===== src/rtl/bootscan_pkg.sv =====
package bootscan_pkg;

  localparam logic [31:0] BOOT_MAGIC = 32'h4348_4950;

  typedef enum logic [2:0] {
    ST_IDLE,
    ST_INIT,
    ST_REQ,
    ST_RECV,
    ST_EVAL,
    ST_BLINK,
    ST_DONE
  } scan_state_e;

  // Little-endian window: the newest byte enters at the top.
  function automatic logic [31:0] shift_in_byte(input logic [31:0] win, input logic [7:0] b);
    return {b, win[31:8]};
  endfunction

  function automatic logic is_boot_magic(input logic [31:0] w);
    return w == BOOT_MAGIC;
  endfunction

endpackage


===== src/rtl/bs_word_packer.sv =====
module bs_word_packer (
  input  logic        clk,
  input  logic        rst_n,
  input  logic        clr,
  input  logic        in_valid,
  input  logic [7:0]  in_data,
  output logic [31:0] win_next,
  output logic        word_valid,
  output logic [31:0] word
);
  import bootscan_pkg::*;

  logic [31:0] win_q;
  logic [1:0]  lane_q;

  assign win_next = shift_in_byte(win_q, in_data);

  always_ff @(posedge clk or negedge rst_n) begin
    if (!rst_n) begin
      win_q      <= '0;
      lane_q     <= '0;
      word_valid <= 1'b0;
      word       <= '0;
    end else if (clr) begin
      lane_q     <= '0;
      word_valid <= 1'b0;
    end else begin
      word_valid <= in_valid && (lane_q == 2'd3);
      if (in_valid) begin
        win_q  <= win_next;
        lane_q <= lane_q + 2'd1;
        if (lane_q == 2'd3) word <= win_next;
      end
    end
  end
endmodule


===== src/rtl/bs_blinker.sv =====
module bs_blinker #(
  parameter int COUNT = 3,
  parameter int HALF  = 4
) (
  input  logic clk,
  input  logic rst_n,
  input  logic go,
  output logic level,
  output logic finish
);
  localparam int LAST_PH = 2 * COUNT - 1;
  localparam int PH_W    = $clog2(2 * COUNT + 1);
  localparam int CNT_W   = $clog2(HALF + 1);

  logic             busy_q;
  logic [PH_W-1:0]  ph_q;
  logic [CNT_W-1:0] cnt_q;
  logic             phase_end;

  assign phase_end = busy_q && (cnt_q == CNT_W'(HALF - 1));
  assign finish    = phase_end && (ph_q == PH_W'(LAST_PH));
  // even phases high, odd phases low
  assign level     = busy_q ? ~ph_q[0] : 1'b1;

  always_ff @(posedge clk or negedge rst_n) begin
    if (!rst_n) begin
      busy_q <= 1'b0;
      ph_q   <= '0;
      cnt_q  <= '0;
    end else if (go) begin
      busy_q <= 1'b1;
      ph_q   <= '0;
      cnt_q  <= '0;
    end else if (busy_q) begin
      if (phase_end) begin
        cnt_q <= '0;
        if (finish) busy_q <= 1'b0;
        else        ph_q   <= ph_q + PH_W'(1);
      end else begin
        cnt_q <= cnt_q + CNT_W'(1);
      end
    end
  end
endmodule


===== src/rtl/sector_boot_scanner.sv =====
module sector_boot_scanner #(
  parameter int SECT_BYTES = 512,
  parameter int SIG_OFFSET = 8,
  parameter int SCAN_LIMIT = 512,
  parameter int IMG_BYTES  = 131072,
  parameter int BLINKS     = 3,
  parameter int BLINK_HALF = 2_500_000,
  parameter int SECT_AW    = 32,
  localparam int HUB_AW    = $clog2(IMG_BYTES / 4)
) (
  input  logic               clk,
  input  logic               rst_n,
  input  logic               start,
  output logic               init_req,
  input  logic               init_done,
  input  logic               init_ok,
  output logic               rd_req,
  output logic [SECT_AW-1:0] rd_sector,
  input  logic               st_valid,
  input  logic [7:0]         st_data,
  input  logic               st_last,
  output logic               hub_we,
  output logic [HUB_AW-1:0]  hub_addr,
  output logic [31:0]        hub_wdata,
  output logic               cs_n,
  output logic               done,
  output logic               ok
);
  import bootscan_pkg::*;

  localparam int IMG_SECTORS = IMG_BYTES / SECT_BYTES;
  localparam int BYTE_W      = $clog2(SECT_BYTES + 1);
  localparam int LOAD_W      = $clog2(IMG_SECTORS + 1);
  localparam int SIG_END     = SIG_OFFSET + 3;

  scan_state_e        st_q, st_d;
  logic [SECT_AW-1:0] sec_q;
  logic [BYTE_W-1:0]  bcnt_q;
  logic               hit_q;
  logic               load_q;
  logic [LOAD_W-1:0]  loaded_q;
  logic [HUB_AW-1:0]  waddr_q;
  logic               ok_q;

  // named internal events
  logic        active;
  logic        scan_phase;
  logic        load_phase;
  logic        blink_phase;
  logic        load_complete;
  logic        scan_exhausted;
  logic        byte_take;
  logic        sig_byte;
  logic [31:0] pk_win_next;
  logic        pk_word_valid;
  logic [31:0] pk_word;
  logic        blk_go;
  logic        blk_level;
  logic        blk_finish;

  assign active         = (st_q == ST_INIT) || (st_q == ST_REQ) ||
                          (st_q == ST_RECV) || (st_q == ST_EVAL);
  assign scan_phase     = active && !load_q;
  assign load_phase     = active && load_q;
  assign blink_phase    = (st_q == ST_BLINK);
  assign load_complete  = (loaded_q == LOAD_W'(IMG_SECTORS));
  assign scan_exhausted = (sec_q == SECT_AW'(SCAN_LIMIT - 1));
  assign byte_take      = (st_q == ST_RECV) && st_valid;
  assign sig_byte       = byte_take && !load_q && (bcnt_q == BYTE_W'(SIG_END));

  bs_word_packer u_packer (
    .clk       (clk),
    .rst_n     (rst_n),
    .clr       (st_q == ST_REQ),
    .in_valid  (byte_take),
    .in_data   (st_data),
    .win_next  (pk_win_next),
    .word_valid(pk_word_valid),
    .word      (pk_word)
  );

  always_comb begin
    st_d = st_q;
    unique case (st_q)
      ST_IDLE, ST_DONE: if (start) st_d = ST_INIT;
      ST_INIT:  if (init_done) st_d = init_ok ? ST_REQ : ST_BLINK;
      ST_REQ:   st_d = ST_RECV;
      ST_RECV:  if (st_valid && st_last) st_d = ST_EVAL;
      ST_EVAL: begin
        if (load_q)              st_d = load_complete ? ST_DONE : ST_REQ;
        else if (hit_q)          st_d = ST_REQ;
        else if (scan_exhausted) st_d = ST_BLINK;
        else                     st_d = ST_REQ;
      end
      ST_BLINK: if (blk_finish) st_d = ST_DONE;
      default:  st_d = ST_IDLE;
    endcase
  end

  assign blk_go = (st_d == ST_BLINK) && (st_q != ST_BLINK);

  bs_blinker #(
    .COUNT(BLINKS),
    .HALF (BLINK_HALF)
  ) u_blinker (
    .clk   (clk),
    .rst_n (rst_n),
    .go    (blk_go),
    .level (blk_level),
    .finish(blk_finish)
  );

  always_ff @(posedge clk or negedge rst_n) begin
    if (!rst_n) begin
      st_q     <= ST_IDLE;
      sec_q    <= '0;
      bcnt_q   <= '0;
      hit_q    <= 1'b0;
      load_q   <= 1'b0;
      loaded_q <= '0;
      waddr_q  <= '0;
      ok_q     <= 1'b0;
    end else begin
      st_q <= st_d;
      unique case (st_q)
        ST_IDLE, ST_DONE: begin
          if (start) begin
            ok_q     <= 1'b0;
            sec_q    <= '0;
            load_q   <= 1'b0;
            loaded_q <= '0;
          end
        end
        ST_REQ: begin
          bcnt_q <= '0;
          hit_q  <= 1'b0;
        end
        ST_RECV: begin
          if (st_valid) begin
            bcnt_q <= bcnt_q + BYTE_W'(1);
            if (sig_byte) hit_q <= is_boot_magic(pk_win_next);
            if (st_last && load_q) loaded_q <= loaded_q + LOAD_W'(1);
          end
        end
        ST_EVAL: begin
          if (load_q) begin
            if (load_complete) ok_q <= 1'b1;
            else               sec_q <= sec_q + SECT_AW'(1);
          end else if (hit_q) begin
            load_q <= 1'b1;          // re-read this sector as image sector 0
          end else if (!scan_exhausted) begin
            sec_q <= sec_q + SECT_AW'(1);
          end
        end
        default: ;
      endcase
      if (st_q == ST_INIT)  waddr_q <= '0;
      else if (hub_we)      waddr_q <= waddr_q + HUB_AW'(1);
    end
  end

  assign init_req  = (st_q == ST_INIT);
  assign rd_req    = (st_q == ST_REQ);
  assign rd_sector = sec_q;
  assign hub_we    = pk_word_valid && load_q;
  assign hub_addr  = waddr_q;
  assign hub_wdata = pk_word;
  assign cs_n      = active ? 1'b0 : (blink_phase ? blk_level : 1'b1);
  assign done      = (st_q == ST_DONE);
  assign ok        = ok_q;

endmodule


===== config.mk =====
export PLATFORM = sky130hd
export DESIGN_NAME = sector_boot_scanner
export DESIGN_NICKNAME = d
export VERILOG_FILES = /design/src/rtl/bootscan_pkg.sv /design/src/rtl/bs_word_packer.sv /design/src/rtl/bs_blinker.sv /design/src/rtl/sector_boot_scanner.sv
export SDC_FILE = /design/constraint.sdc
export NUM_CORES = 1
export LEC_CHECK = 0
export ABC_CLOCK_PERIOD_IN_PS = 3090
export CORE_MARGIN = 1
export CORE_UTILIZATION = 40
export CTS_BUF_LIST = sky130_fd_sc_hd__clkbuf_8
export DETAILED_ROUTE_END_ITERATION = 7
export GPL_TIMING_DRIVEN = 0
export PLACE_DENSITY = 0.7
export SYNTH_ARGS = -nofsm -noshare
export SYNTH_HDL_FRONTEND = slang
export SYNTH_SLANG_ARGS = --single-unit

===== constraint.sdc =====
create_clock -name clk -period 3.09 [get_ports clk]
set_input_delay 0.927 -clock clk [delete_from_list [all_inputs] [get_ports clk]]
set_output_delay 0.927 -clock clk [all_outputs]
set_load 0.005 [all_outputs]

==> impl_metrics.csv <==
group,metric,value,unit
cells_and_area,area_growth,23.2,%
floorplanning,dieArea,19300,um2
synth,yosys_warnings,0,
floorplanning,die_y,139,um
synth,async_flop_share,1.00,
power_and_ir_drop,p_per_area,601,nW/um2
worst_setup_path,slowest_stage,"clkdlybuf4s50_1",
synth,synth_area_leaders,"dfrtp_1 (52%), nand2_1 (6.4%), mux2_2 (5.3%)",
status,failed_checks,"DRC",
global_routing,grt_usage,0.181,
route,ant_nets,0,
timing,worst_pin_slew,0.803,ns
worst_setup_path,max_stage_delay,0.54,ns
worst_setup_path,crit_arrival,3.38,ns
global_routing,grt-ovfl-total,0,
worst_setup_path,critPathKind,"in2reg",
timing,period_minus_slack,2.99,ns
cts,clk_latency,0.46,ns
worst_setup_path,cp.required,3.48,ns
floorplanning,rows,49,
cells_and_area,final_area,9250,um2
worst_setup_path,end_kind,"flop",
synth,synth_top_area_share,0.524,
route,via_per_inst,5.29,
timing,drv_slew,0,
route,drc_errors,5,
cts,clkSinkCount,157,
floorplanning,start_util,0.413,
timing,hold_violations,0,
timing,slew_headroom,0.460,
cells_and_area,num_antenna_cells,0,
route,routed_wl,16900,um
synth,synthCells,756,
cts,cts_buffers,17,
synth,synthMostInstantiatedCell,"dfrtp_1",
cts,clock_path_buffers,2,
floorplanning,die_x,139,um
min_path,hp-class,"in2async",
cells_and_area,final_nets,898,
timing,rsz0062_at_grt,"false",
synth,synth_seq_cells,157,
placement,placed_area,8800,um2
global_routing,grt_max_degree,110,
placement,port_buffers,98,
timing,final.setup_skew,0.0165,ns
synth,synth_flop_cell,"dfrtp_1",
cts,cts_tree,"done",
cells_and_area,drive_gt1_frac,0.105,
worst_setup_path,crit_chain,"clkdlybuf4s50_1 > nor2b_1 > and3_2 > o2111ai_4 > or2_1 > buf_6 > or4_1 > a21oi_1",
timing,finalSetupViolCount,0,
synth,ys_top_cells_by_count,"dfrtp_1 (157), nand2_1 (127), nor2_1 (91)",
cts,root_buffer,"clkbuf_8",
synth,synth-seq-area-share,0.524,
floorplanning,io-pin-count,100,
timing,final.setup.tns,0,ns
route,drt_iter0_markers,339,
global_routing,grt_pass1_vias,5605,
global_routing,grt_first_pass_wirelength,28200,um
cells_and_area,fillers,1686,
cts,h-tree-depth,4,
route,dr.pass1.iters,8,
power_and_ir_drop,vdd_ir_drop_max,0.000403,V
flow_run,maxCapViolCount,0,
power_and_ir_drop,leakage,4.10,nW
synth,netlist-cell-type-count,57,
placement,dp_hpwl,11800,um
route,dr_total_vias,5900,
status,outcome,"finished, violations left",
synth,synth_edf_count,0,
global_routing,antenna_found_initial,1,
synth,synth_area,7500,um2
synth,syn-num-nets,780,
worst_setup_path,cp_max_fo,10,
timing,clock.fmax,334,MHz
route,drt-wirelength-per-cell,15.2,um
worst_setup_path,startpoint_type,"input port",
cts,clkTransAtPathRegs,0.10,ns
timing,fin_crit_sh,0.969,
placement,place_congestion,0.830,
floorplanning,coreArea,18100,um2
synth,synth_top_cell_by_area,"dfrtp_1",
synth,syn_area_per_cell,9.92,um2
==> per-layer routing <==
metal | routed length (um) | up-vias | GRT usage
met5 | 16 | - | 0
met4 | 354 | 2 | 0.0760
met3 | 764 | 28 | 0.0414
met2 | 7800 | 136 | 0.279
met1 | 7990 | 2875 | 0.244
li1 | - | 2859 | -
==> cell families after synthesis <==
| group | after synthesis | share of synthesized area |
|---|---|---|
| simple gates | 384 | 0.250 |
| flops | 157 | 0.524 |
| xor+xnor | 67 | 0.0782 |
| compound gates | 65 | 0.0589 |
| buf+inv | 38 | 0.0207 |
| mux | 36 | 0.0539 |
| fa+ha+maj | 9 | 0.0150 |
==> what timing repair did <==
item | CTS | global route
pin swaps | 1 | 1
setup buffers | 2 | 2
cloned | 0 | 0
gates resized for setup | 9 | 5
endpoints found under the setup margin | 16 | 5
hold buffers | 0 | 0
==> path summary, 6_finish.rpt <==
check | start | end | slack [ns] | depth (start not counted)
min in group clk | u_packer.word[3] | u_packer.word[3] | 0.51 | 1
min reg2reg | u_packer.word[3] | u_packer.word[3] | 0.51 | 1
min | rst_n | rd_sector[19] | 0.38 | 1
max | start | rd_sector[27] | 0.1 | 8
max reg2reg | rd_sector[20] | rd_sector[9] | 0.19 | 7
max in group asynchronous | rst_n | bcnt_q[3] | 1.86 | 2
==> final cells by class <==
| type | instances | area, um2 | share of cell area |
|---|---|---|---|
| clock inverter | 15 | 160 | 0.0173 |
| inverter | 10 | 41.3 | 0.00447 |
| sequential | 157 | 3930 | 0.425 |
| multi-input combinational | 561 | 3440 | 0.372 |
| buffer | 24 | 110 | 0.0119 |
| tap | 229 | 287 | 0.0310 |
| clock buffer | 17 | 234 | 0.0253 |
| timing repair buffer | 103 | 1040 | 0.113 |
==> state kept, by name, summed over array words and instances, names as in the netlist <==
register	flops
u_blinker.busy_q	1
load_q	1
u_packer.word	32
u_packer.lane_q	2
u_packer.win_q	24
u_blinker.cnt_q	22
bcnt_q	10
u_packer.word_valid	1
ok	1
st_q	3
u_blinker.ph_q	3
hit_q	1
loaded_q	9
hub_addr	15
rd_sector	32
==> critical path, delay by kind of cell <==
kind | cells | cell delay, ns
AOI/OAI and AO/OA | 2 | 0.41
buffers and inverters | 2 | 0.68
and+or+nand+nor | 4 | 1.36
==> metrics by stage <==
| step | hold WS [ns] | std cells | power [mW] | setup slack, ns | util |
|---|---|---|---|---|---|
| after global routing | 0.372 | 1116 | 5.89 | 0.0103 | 0.509 |
| after floorplan | 0.455 | 756 | 3.39 | 0.324 | - |
| after CTS | 0.363 | 1115 | 5.57 | -0.00468 | 0.508 |
| after global placement | 0.483 | 1083 | 3.94 | -5.48 | 0.483 |
| after detailed placement | 0.492 | 1084 | 3.98 | -0.621 | 0.485 |
| final | 0.379 | 1116 | 5.56 | 0.0952 | 0.509 |
==> power breakdown <==
part | internal [mW] | leakage [nW] | switching [mW]
sequential | 2.33 | 2.14 | 0.261
clock | 0.614 | 0.204 | 0.901
combinational | 0.631 | 1.76 | 0.817
total | 3.58 | 4.10 | 1.98
==> layout by cell type (no fill, tap or decap), types with 4 or more instances in the layout <==
| master | count |
|---|---|
| inv_1 | 9 |
| a21oi_1 | 15 |
| nor3_1 | 18 |
| buf_1 | 8 |
| nor4_1 | 18 |
| inv_8 | 7 |
| and3_1 | 13 |
| xor2_1 | 32 |
| xnor2_1 | 35 |
| and2_1 | 4 |
| nor4b_1 | 8 |
| o21ai_0 | 20 |
| and4_1 | 4 |
| clkbuf_8 | 17 |
| ha_1 | 9 |
| nor4bb_1 | 4 |
| nand2_1 | 127 |
| nor3b_1 | 6 |
| or3_1 | 7 |
| nand2b_1 | 6 |
| nor2_1 | 91 |
| clkbuf_1 | 11 |
| dfrtp_1 | 156 |
| mux2_2 | 35 |
| buf_4 | 6 |
| clkdlybuf4s50_1 | 97 |
| nand3_1 | 34 |
| nand4_1 | 22 |
Power figures use the tool's default switching activity.
